[src/rtl/blkx_pkg.sv]
`timescale 1ns/1ps
package blkx_pkg;
  typedef enum logic [1:0] {
    SQ_IDLE = 2'd0,
    SQ_XFER = 2'd1,
    SQ_FIN  = 2'd2
  } sq_state_e;
endpackage

[src/rtl/blkx_isolate.sv]
`timescale 1ns/1ps
// Keeps only the least significant set bit of a vector.
module blkx_isolate #(
  parameter int N = 16
) (
  input  logic [N-1:0] vec,
  output logic [N-1:0] first_hot
);
  assign first_hot = vec & (~vec + N'(1));
endmodule

[src/rtl/blkx_enc.sv]
`timescale 1ns/1ps
// One-hot to binary index encoder.
module blkx_enc #(
  parameter int N  = 16,
  parameter int IW = $clog2(N)
) (
  input  logic [N-1:0]  onehot,
  output logic [IW-1:0] idx
);
  for (genvar b = 0; b < IW; b++) begin : g_bit
    logic acc;
    always_comb begin
      acc = 1'b0;
      for (int i = 0; i < N; i++) begin
        if (((i >> b) % 2) == 1) acc = acc | onehot[i];
      end
    end
    assign idx[b] = acc;
  end
endmodule

[src/rtl/blkx_popcnt.sv]
`timescale 1ns/1ps
module blkx_popcnt #(
  parameter int N  = 16,
  parameter int CW = $clog2(N + 1)
) (
  input  logic [N-1:0]  vec,
  output logic [CW-1:0] cnt
);
  always_comb begin
    cnt = '0;
    for (int i = 0; i < N; i++) cnt = cnt + CW'(vec[i]);
  end
endmodule

[src/rtl/blkx_span.sv]
`timescale 1ns/1ps
// First transfer address and final base value for a command.
module blkx_span #(
  parameter int DW   = 32,
  parameter int CW   = 5,
  parameter int STEP = 4
) (
  input  logic [DW-1:0] base,
  input  logic [CW-1:0] cnt,
  input  logic          pre_step,
  input  logic          step_up,
  output logic [DW-1:0] first_addr,
  output logic [DW-1:0] final_base
);
  logic [DW-1:0] span;
  logic [DW-1:0] step_w;

  assign span   = DW'(cnt) * DW'(STEP);
  assign step_w = DW'(STEP);

  always_comb begin
    if (step_up) begin
      final_base = base + span;
      first_addr = pre_step ? base + step_w : base;
    end else begin
      final_base = base - span;
      first_addr = pre_step ? base - span : base - span + step_w;
    end
  end
endmodule

[src/rtl/blk_xfer_seq.sv]
`timescale 1ns/1ps
module blk_xfer_seq #(
  parameter  int NREG = 16,
  parameter  int DW   = 32,
  parameter  int STEP = 4,
  localparam int IW   = $clog2(NREG)
) (
  input  logic            clk,
  input  logic            rst_n,
  input  logic            start,
  input  logic [DW-1:0]   base,
  input  logic [IW-1:0]   base_idx,
  input  logic [NREG-1:0] reg_list,
  input  logic            pre_step,
  input  logic            step_up,
  input  logic            write_back,
  input  logic            is_load,
  input  logic            s_flag,
  input  logic            mem_ready,
  output logic            busy,
  output logic            xfer_valid,
  output logic [DW-1:0]   xfer_addr,
  output logic [IW-1:0]   xfer_reg,
  output logic            xfer_load,
  output logic            xfer_user_bank,
  output logic            xfer_pc_status,
  output logic            xfer_status_load,
  output logic            xfer_base_new,
  output logic            done,
  output logic            wb_valid,
  output logic [DW-1:0]   wb_value
);
  import blkx_pkg::*;

  localparam int CW = $clog2(NREG + 1);
  localparam logic [IW-1:0] PC_IDX = IW'(NREG - 1);

  // reset: asserted asynchronously, released on a clock edge
  logic rst_meta_q, rst_sync_n;
  always_ff @(posedge clk or negedge rst_n) begin
    if (!rst_n) begin
      rst_meta_q <= 1'b0;
      rst_sync_n <= 1'b0;
    end else begin
      rst_meta_q <= 1'b1;
      rst_sync_n <= rst_meta_q;
    end
  end

  // command decode
  logic [NREG-1:0] list_first;
  logic [CW-1:0]   list_cnt;
  logic [DW-1:0]   first_addr, final_base;

  blkx_isolate #(.N(NREG)) u_list_first (.vec(reg_list), .first_hot(list_first));
  blkx_popcnt  #(.N(NREG), .CW(CW)) u_cnt (.vec(reg_list), .cnt(list_cnt));
  blkx_span    #(.DW(DW), .CW(CW), .STEP(STEP)) u_span (
    .base(base), .cnt(list_cnt), .pre_step(pre_step), .step_up(step_up),
    .first_addr(first_addr), .final_base(final_base)
  );

  // state
  sq_state_e       state_q, state_d;
  logic [NREG-1:0] mask_q, mask_d;
  logic [DW-1:0]   addr_q, addr_d;
  logic [CW-1:0]   remain_q, remain_d;
  logic [DW-1:0]   wb_q;
  logic            load_q, user_q, stld_q, alt_q, wbv_q;
  logic [IW-1:0]   bidx_q;

  logic [NREG-1:0] cur_hot;
  logic [IW-1:0]   cur_idx;

  blkx_isolate #(.N(NREG)) u_cur_first (.vec(mask_q), .first_hot(cur_hot));
  blkx_enc     #(.N(NREG), .IW(IW)) u_cur_enc (.onehot(cur_hot), .idx(cur_idx));

  logic cmd_en, step_en, last_step;
  logic cmd_user, cmd_stld, cmd_alt, cmd_wbv;

  assign cmd_en    = (state_q == SQ_IDLE) && start;
  assign step_en   = (state_q == SQ_XFER) && mem_ready;
  assign last_step = (remain_q == CW'(1));

  assign cmd_user = s_flag && (!is_load || !reg_list[PC_IDX]);
  assign cmd_stld = s_flag && is_load && reg_list[PC_IDX];
  assign cmd_alt  = !is_load && write_back && reg_list[base_idx] && !list_first[base_idx];
  assign cmd_wbv  = write_back && (base_idx != PC_IDX);

  // next state
  always_comb begin
    state_d = state_q;
    unique case (state_q)
      SQ_IDLE: if (start) state_d = (list_cnt == '0) ? SQ_FIN : SQ_XFER;
      SQ_XFER: if (mem_ready && last_step) state_d = SQ_FIN;
      SQ_FIN:  state_d = SQ_IDLE;
      default: state_d = SQ_IDLE;
    endcase
  end

  always_comb begin
    mask_d   = mask_q;
    addr_d   = addr_q;
    remain_d = remain_q;
    if (cmd_en) begin
      mask_d   = reg_list;
      addr_d   = first_addr;
      remain_d = list_cnt;
    end else if (step_en) begin
      mask_d   = mask_q & ~cur_hot;
      addr_d   = addr_q + DW'(STEP);
      remain_d = remain_q - CW'(1);
    end
  end

  // registers
  always_ff @(posedge clk or negedge rst_sync_n) begin
    if (!rst_sync_n) state_q <= SQ_IDLE;
    else             state_q <= state_d;
  end

  always_ff @(posedge clk or negedge rst_sync_n) begin
    if (!rst_sync_n) begin
      mask_q   <= '0;
      addr_q   <= '0;
      remain_q <= '0;
    end else if (cmd_en || step_en) begin
      mask_q   <= mask_d;
      addr_q   <= addr_d;
      remain_q <= remain_d;
    end
  end

  always_ff @(posedge clk or negedge rst_sync_n) begin
    if (!rst_sync_n) begin
      wb_q   <= '0;
      load_q <= 1'b0;
      user_q <= 1'b0;
      stld_q <= 1'b0;
      alt_q  <= 1'b0;
      wbv_q  <= 1'b0;
      bidx_q <= '0;
    end else if (cmd_en) begin
      wb_q   <= final_base;
      load_q <= is_load;
      user_q <= cmd_user;
      stld_q <= cmd_stld;
      alt_q  <= cmd_alt;
      wbv_q  <= cmd_wbv;
      bidx_q <= base_idx;
    end
  end

  // outputs
  logic cur_is_pc;
  assign cur_is_pc = (cur_idx == PC_IDX);

  assign busy             = (state_q != SQ_IDLE);
  assign xfer_valid       = (state_q == SQ_XFER);
  assign xfer_addr        = addr_q;
  assign xfer_reg         = cur_idx;
  assign xfer_load        = xfer_valid && load_q;
  assign xfer_user_bank   = xfer_valid && user_q;
  assign xfer_pc_status   = xfer_valid && !load_q && cur_is_pc;
  assign xfer_status_load = xfer_valid && stld_q && cur_is_pc;
  assign xfer_base_new    = xfer_valid && alt_q && (cur_idx == bidx_q);
  assign done             = (state_q == SQ_FIN);
  assign wb_valid         = done && wbv_q;
  assign wb_value         = wb_q;
endmodule

[config.mk]
export PLATFORM = sky130hd
export DESIGN_NAME = blk_xfer_seq
export DESIGN_NICKNAME = d
export VERILOG_FILES = /design/src/rtl/blkx_pkg.sv /design/src/rtl/blkx_isolate.sv /design/src/rtl/blkx_enc.sv /design/src/rtl/blkx_popcnt.sv /design/src/rtl/blkx_span.sv /design/src/rtl/blk_xfer_seq.sv
export SDC_FILE = /design/constraint.sdc
export NUM_CORES = 1
export LEC_CHECK = 0
export ABC_AREA = 1
export BUFFER_PORTS_ARGS = -buffer_cell sky130_fd_sc_hd__buf_4
export CELL_PAD_IN_SITES_DETAIL_PLACEMENT = 0
export CELL_PAD_IN_SITES_GLOBAL_PLACEMENT = 2
export CORE_UTILIZATION = 35
export CTS_BUF_LIST = sky130_fd_sc_hd__clkbuf_4
export DETAILED_ROUTE_END_ITERATION = 8
export PLACE_DENSITY_LB_ADDON = 0.3
export SLEW_MARGIN = 20
export SYNTH_ARGS = -nofsm -noshare
export SYNTH_HDL_FRONTEND = slang
export SYNTH_SLANG_ARGS = --single-unit
[constraint.sdc]
create_clock -name clk -period 7.76 [get_ports clk]
set_input_delay 0.776 -clock clk [delete_from_list [all_inputs] [get_ports clk]]
set_output_delay 0.776 -clock clk [all_outputs]
set_load 0.05 [all_outputs]
# After elaboration in Yosys (flattened, before gate mapping)
# Cells that the tools add are included.
dict set report word_totals {
  input_bits 61
  register_bits 98
  output_inout_bits 77
}
dict set report op_classes {
  n_eq_ne 8
  magnitude_cmp 1
  add_sub_neg 23
  bitwise 34
  mux 18
  reduce_logical 31
}
# op n
set op_table {}
lappend op_table {{$mux W32} 6}
lappend op_table {{$add A32 B3 Y32 const B} 3}
lappend op_table {{$add A5 B1 Y5} 14}
lappend op_table {{$and A16 B16 Y16} 3}
lappend op_table {{$not A16 Y16} 3}
lappend op_table {{$add A16 B1 Y16 const B} 2}
lappend op_table {{$add A32 B7 Y32} 1}
lappend op_table {{$mux W16} 2}
lappend op_table {{$sub A32 B7 Y32} 1}
lappend op_table {{$or A1 B1 Y1} 28}
lappend op_table {{$logic_and A1 B1 Y1} 19}
lappend op_table {{$mux W5} 2}
lappend op_table {{$bmux W1 S4} 2}
lappend op_table {{$mux W2} 3}
lappend op_table {{$eq A5 B1 Y1 const B} 1}
lappend op_table {{$logic_not A5 Y1} 1}
lappend op_table {{$lt A4 B5 Y1 const B} 1}
lappend op_table {{$sub A5 B1 Y5 const B} 1}
lappend op_table {{$eq A4 B4 Y1} 1}
lappend op_table {{$eq A4 B4 Y1 const B} 1}
lappend op_table {{$logic_not A1 Y1} 4}
lappend op_table {{$ne A4 B4 Y1 const B} 1}
lappend op_table {{$pmux W2 S2} 1}
lappend op_table {{$reduce_and A2 Y1} 2}
lappend op_table {{other kinds (9)} 12}

# Logic depth before layout (Yosys ltp)
# Gate-level depths: netlist (run 1).
dict set report logic_depth {
  depth_word 20
  mapped_depth 35
  ltp_nobuf 35
}

# Cells and area by module
# From an unflattened synthesis (run 1), not the netlist that was laid out.
dict set report hier_totals {
  cells_unflattened 1811
  area_unflattened_um2 10679.0
}
# mod area_each_um2 instances cells_per_inst seq_area_each_um2
set by_module_without_submodules {}
lappend by_module_without_submodules {blk_xfer_seq 5490.3 1 768 2452.4}
lappend by_module_without_submodules {blkx_span 4087.7 1 822 0.0}
lappend by_module_without_submodules {blkx_isolate 256.5 2 64 0.0}
lappend by_module_without_submodules {blkx_popcnt 414.1 1 52 0.0}
lappend by_module_without_submodules {blkx_enc 173.9 1 41 0.0}

# Worst setup path before layout (run 1)
# Ideal clock, no wire load.
dict set report synth_timing {
  kind {input to register}
  startpoint {input port reg_list[0]}
  endpoint {register addr_q[28], in the netlist xfer_addr[28]}
  cell_stages 29
  path_slack_ns 1.618
  setup_ns 0.113
  arrival_time_ns 6.029
  t_required_ns 7.647
  path_cell_list {inv_1 -> ha_1 -> inv_1 -> fa_1 -> inv_1 -> fa_1 -> fa_1 -> inv_1 -> fa_1 -> fa_1 -> fa_1 -> inv_1 -> fa_1 -> nor2_1 -> nand2_1 -> nand3_2 -> nand2_1 -> nand2_1 -> nand2_2 -> nor2_4 -> nand3_4 -> nor2_8 -> nand2_2 -> nor2_4 -> nand2_2 -> o21ai_1 -> nand3b_1 -> nand2_1 -> inv_1}
}
dict set report synth_between {
  elab_chain_len 20
}
# item line_no
set synth_lines {}
lappend synth_lines {{start: declaration} blk_xfer_seq.sv:13} ;# input logic [NREG-1:0] reg_list,
lappend synth_lines {{$add A1 B1 Y2 *} blkx_popcnt.sv:11} ;# for (int i = 0; i < N; i++) cnt = cnt + CW'(vec[i]);
lappend synth_lines {{$add A5 B1 Y5 * (14 in a row)} blkx_popcnt.sv:11}
lappend synth_lines {{$sub A32 B7 Y32 *} blkx_span.sv:27} ;# first_addr = pre_step ? base - span : base - span + step_w;
lappend synth_lines {{$add A32 B3 Y32} blkx_span.sv:27}
lappend synth_lines {{$mux W32 *} blkx_span.sv:27}
lappend synth_lines {{$mux W32 *} blkx_span.sv:22} ;# if (step_up) begin
lappend synth_lines {{$mux W32 *} blk_xfer_seq.sv:104} ;# if (cmd_en) begin
lappend synth_lines {{end signal: assignment} blk_xfer_seq.sv:128} ;# addr_q <= addr_d;
lappend synth_lines {{end: declaration} blk_xfer_seq.sv:65} ;# logic [DW-1:0] addr_q, addr_d;
# Mark *: on every way between the ends. The rest lies on a longest branch, timed or not.
# A chain may end at the register's enable or synchronous reset.

# Final worst setup path (run 1)
dict set report layout_timing {
  startpoint {input port reg_list[1]}
  endpoint {register addr_q[24], in the netlist xfer_addr[24]}
}
# Same word-level chain as after synthesis.

==> metrics.yaml, run 1 <==
status: "completed"
drive_gt1_share_pct: 16.0
async_flop_share_pct: 100
die_h_um: 169
clockPowerShare_pct: 7.3
design_area_um2: 11200
clk_latency_ns: 0.52
drc: 0
synthAdderAreaFrac_pct: 5.28
ys.flop_type: "dfrtp_1"
ant_nets: 0
worstPathArrival_ns: 6.93
wire_per_inst_um: 19.1
cp_max_fo: 5
grt_pass1_vias: 10000
port_buffers: 137
syn_nets: 1620
synth_top_family_by_area: "simple AND/OR/NAND/NOR gates"
wl_um: 38200
timing.rr.end: "xfer_addr[11]"
m1WireLength_um: 19000
fmax_mhz: 154
maxSlewViolCount: 0
slowest_stage: "fa_1"
cpPeakStageDelay_ns: 0.59
rows: 60
syn_to_final_growth_pct: 14.9
clk_path_buf_depth: 2
io_pins: 138
setup_viol: 0
cap_violations: 0
intPower_w: 0.00164
power_leakage_nw: 5.37
yosys-top-cells-area: "dfrtp_1 (25%), nand2_1 (13%), inv_1 (7.4%)"
ys_ff_latch: 98
grt_use_total_pct: 27.3
cpMostUsedCell: "fa_1"
worstMarginPinSlew_ns: 0.904
vdd_drop_max_uv: 197
initial_utilization_pct: 35.9
layout_min_cycle_time_ns: 6.51
grt-ovfl-total: 0
drt_pre_antenna_iters: 5
rrSetupSlack_ns: 4.89
coreArea_um2: 27200
yosysTopAreaCellShare_pct: 25.1
swShare_pct: 59.6
maxUsedRoutingLayer: "met5"
netlist.top_cell.by_area: "dfrtp_1"
cts_resized: 0
critPathLaunchType: "primary input"
fin_nets: 1720
grt_pass1_wl_um: 59100
post_synth_xor_area_fraction_pct: 3.77
die_area_um2: 28600
cts-root-buf: "clkbuf_4"
wl_met3_um: 2040
fin_util_pct: 41.2
crit_required_ns: 8.18
cts_setup_buffers: 0
crit_type: "in -> reg"
synth.distinct_cells: 62
numCtsBuffers: 9
avgSynthCellArea_um2: 6.40
nFillCells: 3019
syn-cell-area_um2: 9760
dpl_cell_area_um2: 11100
yosysWarnings: 0
dr_total_vias: 10500
synth-simple-area-share_pct: 40.1
r2r_cells: 7
antenna_found_initial: 2
end_kind: "register"
hold_viol: 0
clkTransAtPathRegs_ns: 0.20
initialDrtViolationCount: 941
max_slew_margin_pct: 39.8
synth_compound_area_share_pct: 14.7
p_switching_w: 0.00242
gp_routability_congestion: 0.899
rsz0062_at_grt: "no"
ys_seq_area_share_pct: 25.1
fp.dieW_um: 169
cts_tree: "built"
synthCells: 1525
grt_max_degree: 68
htree_levels: 3
vias_per_cell: 5.26
power.density_nw_per_um2: 362
seqPwrFrac_pct: 24.4
synth_mux_area_share_pct: 0.103
post-place-ws_ns: 0.736
skew_ns: 0.0418
setup_tns_ns: 0
p_comb_share_pct: 68.3
met2_length_um: 16700
place_hpwl_um: 30100
period_share_pct: 83.9
hold_class: "reg -> async"
synth_edf_count: 0
cts_sinks: 98
crit-reg2reg-launch: "state_q[0]"
fin_ws_ns: 1.25
## power by group through the flow
| stage | registers (W) | clock network [W] | logic (W) |
|---|---|---|---|
| 2_1_floorplan | 0.00150 | 0 | 0.00142 |
| 3_3_place_gp | 0.00100 | 0 | 0.00275 |
| 3_5_place_dp | 0.00100 | 0 | 0.00276 |
| 4_1_cts | 0.000990 | 0.000307 | 0.00277 |
| 5_1_grt | 0.00103 | 0.000321 | 0.00303 |
| 6_report | 0.000991 | 0.000295 | 0.00277 |
## flip-flops by register name (all words and copies together), names as in the netlist, 2 cells and up
name / count
xfer_addr: 32
remain_q: 5
bidx_q: 4
state_q: 2
wb_value: 32
mask_q: 16
## worst max-delay path by stage
| stage | startpoint | endpoint | slack, ns | cells past startpoint |
|---|---|---|---|---|
| after floorplan | reg_list[0] | xfer_addr[28] | 1.62 | 29 |
| after global placement | reg_list[0] | xfer_addr[24] | 0.80 | 29 |
| after detailed placement | reg_list[1] | xfer_addr[24] | 0.74 | 29 |
| after CTS | reg_list[1] | xfer_addr[24] | 1.31 | 29 |
| after global routing | reg_list[1] | xfer_addr[24] | 0.89 | 31 |
| final | reg_list[1] | xfer_addr[24] | 1.25 | 29 |
## worst max-delay path, delay by kind of cell
family	cells	cell delay (ns)
fa+ha+maj	8	3.62
buf+inv	6	0.43
xor+xnor	1	0.32
simple gates	14	1.76
## final cells by class
cell class                 instances  area [um^2]  share of cell area (%)
multi-input combinational       1154         6250                    55.8
sequential                        98         2460                    21.9
timing repair buffer             145         1090                    9.73
inverter                         217          817                    7.29
tap                              372          465                    4.15
clock buffer                      11         82.6                   0.737
clock inverter                     5         43.8                   0.391
antenna                            1         2.50                  0.0223
## Yosys cell counts, drive strengths merged, types with 3 or more instances
cell / count
nor4: 12
clkinv: 3
nand3b: 4
nor2: 201
ha: 22
o211ai: 18
nand2: 369
o22ai: 3
and3: 3
o21ai: 103
nor3: 53
fa: 12
a31oi: 23
buf: 21
a22oi: 5
o2111ai: 6
o221ai: 3
o311ai: 3
nand3: 134
clkbuf: 35
nand4: 46
dfrtp: 98
inv: 214
a21oi: 60
xor2: 40
o31ai: 9
## per-layer routing
layer / vias up / track usage (%)
li1: 5237 / -
met1: 4979 / 40.6
met2: 305 / 42.2
met3: 22 / 3.60
met4: 2 / 4.35
met5: - / 0
## stage by stage
step	total power (W)	hold slack, ns	instances
after floorplan	0.00292	0.331	1525
after global placement	0.00375	0.333	1985
after detailed placement	0.00376	0.339	1985
after CTS	0.00406	0.335	2002
after global routing	0.00438	0.356	2003
final	0.00406	0.304	2003
## cells by family (layout without fill, tap and decap cells)
group,Yosys count,in the layout
AO/OA/AOI/OAI,246,246
AND/OR/NAND/NOR,830,830
adder cells (fa/ha/maj),34,34
flip-flops,98,98
XOR/XNOR,42,42
buffers and inverters,273,378
other,1,2
multiplexers,1,1
## cell usage in the layout (no fill, tap or decap), drive strengths merged, types with 12 or more instances in the layout
master / instances
nand4: 46
buf: 144
a21oi: 60
ha: 22
dfrtp: 98
o21ai: 103
nor3: 53
inv: 217
nand2: 369
nor2: 201
fa: 12
nand3: 134
xor2: 40
o211ai: 18
nor4: 12
a31oi: 23
## what timing repair did
item,in CTS,in global routing
setup endpoints to repair,0,0
hold endpoints to repair,2,0
hold buffers,1,0
Note: power is estimated with default switching activity, not from simulation.
==> run 2: changes to the inputs <==
Settings changed: CORE_UTILIZATION 35 to 29.
Clock period 7.76 ns to 5.5 ns, I/O delays scaled along.
==> metrics.yaml, run 2 (synthesis results as in run 1) <==
status: "complete, but fails checks"  # was completed
violations: "negative setup slack"
critPathLaunchType: "primary input"  # unchanged
numCtsBuffers: 9  # unchanged
rrSetupSlack_ns: 2.59  # was 4.89 ns
layout_min_cycle_time_ns: 5.63
wire_per_inst_um: 18.7  # was 19.1 um
cp_max_fo: 6  # was 5
period_share_pct: 102
grt_util_met3_pct: 2.56  # was 3.60%
hold_class: "in -> reg"  # was reg -> async
ant_nets: 0  # unchanged
drive_gt1_share_pct: 32.1  # was 16.0%
initial_utilization_pct: 29.8  # was 35.9%
cap_violations: 0  # unchanged
crit_type: "in -> reg"  # unchanged
cts_tree: "built"  # unchanged
initialDrtViolationCount: 815  # was 941
vias_per_cell: 5.01  # was 5.26
setup_tns_ns: -0.934  # was 0 ns
antenna_found_initial: 1  # was 2
syn_to_final_growth_pct: 39.1  # was 14.9%
htree_levels: 3  # unchanged
coreArea_um2: 32800  # was 27200 um^2
busiest_layer: "met2"  # unchanged
crit_required_ns: 5.99  # was 8.18 ns
fin_nets: 1880  # was 1720
place_hpwl_um: 32800  # was 30100 um
drc: 0  # unchanged
dpl_cell_area_um2: 12300  # was 11100 um^2
skew_ns: 0.0351  # was 0.0418 ns
met2_usage_pct: 38.3  # was 42.2%
design_area_um2: 13600  # was 11200 um^2
fin_util_pct: 41.4  # was 41.2%
port_buffers: 137  # unchanged
dr_total_vias: 11200  # was 10500
instances_no_fill: 2234  # was 2003
timing.rr.end: "xfer_addr[18]"  # was xfer_addr[11]
cpMostUsedCell: "fa_1"  # unchanged
use_met1_pct: 35.9  # was 40.6%
fp.dieW_um: 185  # was 169 um
cpPeakStageDelay_ns: 0.51  # was 0.59 ns
fin_ws_ns: -0.125  # was 1.25 ns
slowest_stage: "fa_1"  # unchanged
die_h_um: 185  # was 169 um
vdd_drop_max_uv: 282  # was 197 uV
die_area_um2: 34400  # was 28600 um^2
clk_path_buf_depth: 2  # unchanged
drt_pre_antenna_iters: 5  # unchanged
r2r_cells: 9  # was 7
cp_top_family: "adder cells"  # unchanged
worstMarginPinSlew_ns: 0.991  # was 0.904 ns
power.density_nw_per_um2: 505  # was 362 nW/um^2
hold_depth: 3
cp_num_buf_inv: 7  # was 6
worstPathArrival_ns: 6.12  # was 6.93 ns
power_leakage_nw: 6.38  # was 5.37 nW
clk_latency_ns: 0.58  # was 0.52 ns
grt_use_total_pct: 24.7  # was 27.3%
rsz0062_at_grt: "yes"  # was no
maxSlewViolCount: 0  # unchanged
clkTransAtPathRegs_ns: 0.20  # about the same
gp_routability_congestion: 0.918  # was 0.899
cts-root-buf: "clkbuf_4"  # unchanged
grt-ovfl-total: 0  # unchanged
rows: 66  # was 60
min_to: "wb_value[1]"
setup_viol: 16  # was 0
hold_viol: 0  # unchanged
fmax_mhz: 178
max_slew_margin_pct: 33.4  # was 39.8%
grt_pass1_wl_um: 63300  # was 59100 um
grt_pass1_vias: 10700  # was 10000
final_cell_mix: "nand2_1 (294), buf_4 (289), inv_1 (176)"  # was nand2_1 (343), inv_1 (192), nor2_1 (176)
io_pins: 138  # unchanged
wl_um: 41700  # was 38200 um
cts_sinks: 98  # unchanged
crit-reg2reg-launch: "state_q[1]"  # was state_q[0]
dpl.cell_count: 2190  # was 1985
end_kind: "register"  # unchanged
grt_max_degree: 65  # was 68
mostFrequentLayoutCell: "nand2_1"  # unchanged
hp-start: "base[1]"
==> run 2: what timing repair did <==
action,4_1_cts,5_1_grt
setup buffers,12,15
hold buffers,1,0
resized for setup,92,135
pin swaps,35,51
endpoints found under the setup margin,27,44
hold endpoints to repair,2,0
==> run 2: where the power goes <==
part | switching, W | total (W) | internal [W] | leakage (nW)
Combinational | 0.00315 | 0.00496 | 0.00181 | 5.12
Clock | 0.000317 | 0.000507 | 0.000190 | 0.0918
Sequential | 0.000330 | 0.00139 | 0.00106 | 1.17
Total | 0.00380 | 0.00686 | 0.00306 | 6.38
==> run 2: per-layer routing <==
layer / wire (um) / part of all wire, %
met1: 20500 / 49
met2: 18600 / 45
met3: 1660 / 4.0
met4: 873 / 2.1
met5: 0 / 0
==> run 2: worst reg2reg max path, stage by stage (launching register included) <==
cell      delay, ns
dfrtp_1        0.41
inv_1          0.09
nand2_1        0.24
nor2_1         0.17
buf_4          0.31
clkinv_1       0.64
nand2_1        0.26
inv_1          0.33
a31oi_1        0.27
a22oi_1        0.09
==> run 2: final cells by class <==
| cell class | instances | area, um^2 |
|---|---|---|
| Tap cell | 442 | 553 |
| Timing Repair Buffer | 305 | 2370 |
| Clock inverter | 7 | 100 |
| Sequential cell | 98 | 2460 |
| Clock buffer | 9 | 67.6 |
| Multi-Input combinational cell | 1154 | 7180 |
| Inverter | 217 | 852 |
| Fill cell | 3575 | 19200 |
| Antenna cell | 2 | 5.00 |
==> run 2: how the worst max path moves through the flow <==
stage / start / endpoint / slack, ns / cells after the start
6_report: reg_list[0] / wb_value[30] / -0.13 / 26
5_1_grt: reg_list[0] / xfer_addr[24] / -0.27 / 29
4_1_cts: reg_list[1] / xfer_addr[24] / -0.05 / 29
3_5_place_dp: reg_list[1] / wb_value[30] / -0.94 / 26
3_3_place_gp: reg_list[1] / wb_value[30] / -0.95 / 26
2_1_floorplan: reg_list[1] / xfer_addr[28] / -0.19 / 29
==> run 2: metrics by stage <==
step                      total power [W]  setup WS, ns  hold slack (ns)
after floorplan                   0.00423        -0.192            0.254
after CTS                         0.00660       -0.0522            0.137
final                             0.00686        -0.125            0.176
after detailed placement          0.00580        -0.941            0.330
after global placement            0.00578        -0.945            0.332
after global routing              0.00737        -0.272            0.163
==> run 3: changes to the inputs <==
==> constraint.sdc (replaced) <==
create_clock -name clk -period 5.5 [get_ports clk]
set_input_delay 1.1 -clock clk [delete_from_list [all_inputs] [get_ports clk]]
set_output_delay 1.1 -clock clk [all_outputs]
set_load 0.05 [all_outputs]
==> metrics.yaml, run 3 (synthesis results as in run 1) <==
wl_um: 42100  # was 41700 um
post-place-ws_ns: -1.34  # was -0.941 ns
htree_levels: 3  # unchanged
worstPathArrival_ns: 6.63  # was 6.12 ns
critPathLaunchType: "primary input"  # unchanged
initialDrtViolationCount: 945  # was 815
skew_ns: 0.0484  # was 0.0351 ns
setup_tns_ns: -23.58  # was -0.934 ns
dpl_cell_area_um2: 12500  # was 12300 um^2
die_h_um: 185  # unchanged
drive_gt1_share_pct: 36.0  # was 32.1%
hold_viol: 0  # unchanged
numCtsBuffers: 9  # unchanged
vdd_drop_max_uv: 295  # was 282 uV
drc: 0  # unchanged
grt-ovfl-total: 0  # unchanged
hold_class: "in -> async"  # was in -> reg
setup_viol: 50  # was 16
crit_type: "in -> reg"  # unchanged
power.density_nw_per_um2: 507  # was 505 nW/um^2
final_cell_mix: "nand2_1 (283), buf_4 (283), inv_1 (174)"  # was nand2_1 (294), buf_4 (289), inv_1 (176)
cp_top_family: "adder cells"  # unchanged
dr_total_vias: 11300  # was 11200
initial_utilization_pct: 29.8  # unchanged
clk_path_buf_depth: 2  # unchanged
design_area_um2: 14300  # was 13600 um^2
io_pins: 138  # unchanged
vias_per_cell: 4.99  # was 5.01
coreArea_um2: 32800  # unchanged
die_area_um2: 34400  # unchanged
drt_pre_antenna_iters: 5  # unchanged
grt_pass1_wl_um: 65000  # was 63300 um
antenna_found_initial: 2  # was 1
worstMarginPinSlew_ns: 0.979  # was 0.991 ns
postCtsHoldBufs: 0  # was 1
rsz0062_at_grt: "yes"  # unchanged
grt_max_degree: 66  # was 65
syn_to_final_growth_pct: 46.7  # was 39.1%
clk_latency_ns: 0.59  # was 0.58 ns
clkTransAtPathRegs_ns: 0.15  # was 0.20 ns
end_kind: "register"  # unchanged
cap_violations: 0  # unchanged
grt_use_total_pct: 25.3  # was 24.7%
slowest_stage: "fa_1"  # unchanged
status: "complete, but fails checks"  # unchanged
cts_sinks: 98  # unchanged
cpPeakStageDelay_ns: 0.51  # about the same
cts-root-buf: "clkbuf_4"  # unchanged
fmax_mhz: 162  # was 178 MHz
fin_nets: 1911  # was 1880
violations: "negative setup slack"  # unchanged
crit_required_ns: 5.96  # was 5.99 ns
power_leakage_nw: 6.65  # was 6.38 nW
fp.dieW_um: 185  # unchanged
fin_util_pct: 43.7  # was 41.4%
max_slew_margin_pct: 34.2  # was 33.4%
maxSlewViolCount: 0  # unchanged
wire_per_inst_um: 18.6  # was 18.7 um
ant_nets: 0  # unchanged
fin_ws_ns: -0.671  # was -0.125 ns
grt_pass1_vias: 11100  # was 10700
layout_min_cycle_time_ns: 6.17  # was 5.63 ns
cp_num_buf_inv: 7  # unchanged
cts_tree: "built"  # unchanged
rows: 66  # unchanged
cp_max_fo: 5  # was 6
gp_routability_congestion: 0.928  # was 0.918
port_buffers: 137  # unchanged
period_share_pct: 112  # was 102%
place_hpwl_um: 32600  # was 32800 um
[run 3: cell type report]
| type | count | area [um^2] |
|---|---|---|
| Fill cell | 3480 | 18500 |
| Multi-Input combinational cell | 1154 | 7540 |
| Timing Repair Buffer | 336 | 2740 |
| Sequential cell | 98 | 2460 |
| Inverter | 217 | 850 |
| Tap cell | 442 | 553 |
| Clock inverter | 6 | 88.8 |
| Clock buffer | 10 | 75.1 |
| Antenna cell | 3 | 7.51 |
[run 3: stage by stage]
step / total power [W] / hold slack (ns) / cells
after floorplan: 0.00429 / 0.331 / 1525
after global placement: 0.00589 / 0.340 / 2201
after detailed placement: 0.00592 / 0.344 / 2201
after CTS: 0.00698 / 0.274 / 2253
after global routing: 0.00777 / 0.275 / 2266
final: 0.00725 / 0.304 / 2266
[run 3: worst register-to-register path: stages (launching register included)]
cell	delay, ns
dfrtp_1	0.42
inv_1	0.09
nand2_1	0.25
nor2_1	0.17
buf_4	0.30
clkinv_1	0.62
nand2_1	0.27
inv_1	0.29
a31oi_1	0.25
a22oi_1	0.09
[run 3: path summary, 6_finish.rpt]
check                                  from       endpoint  slack [ns]  cells past startpoint
worst max-delay path            reg_list[0]  xfer_addr[24]       -0.67                     32
worst min-delay path                  rst_n     rst_sync_n        0.30                      1
worst max register to register   state_q[1]  xfer_addr[18]        2.63                      9
worst min register to register   rst_sync_n     mask_q[13]        0.37                      0
max in group asynchronous        rst_sync_n   wb_value[20]        3.94                      1
min in group clk                 rst_meta_q     rst_sync_n        0.37                      0
[run 3: metal layers]
metal  wire length (um)  track usage [%]
met1              20600             36.5
met2              18600             38.6
met3               1940             3.26
met4                964             8.17
met5                  0                0
[run 3: report_power, final]
group          internal, W  switching, W
clock network     0.000190      0.000307
logic              0.00202       0.00334
registers          0.00106      0.000343
[run 3: repair_timing]
item,in CTS,in global routing
pin swaps,57,98
resized for setup,176,147
setup buffers,47,17
endpoints found under the setup margin,51,55
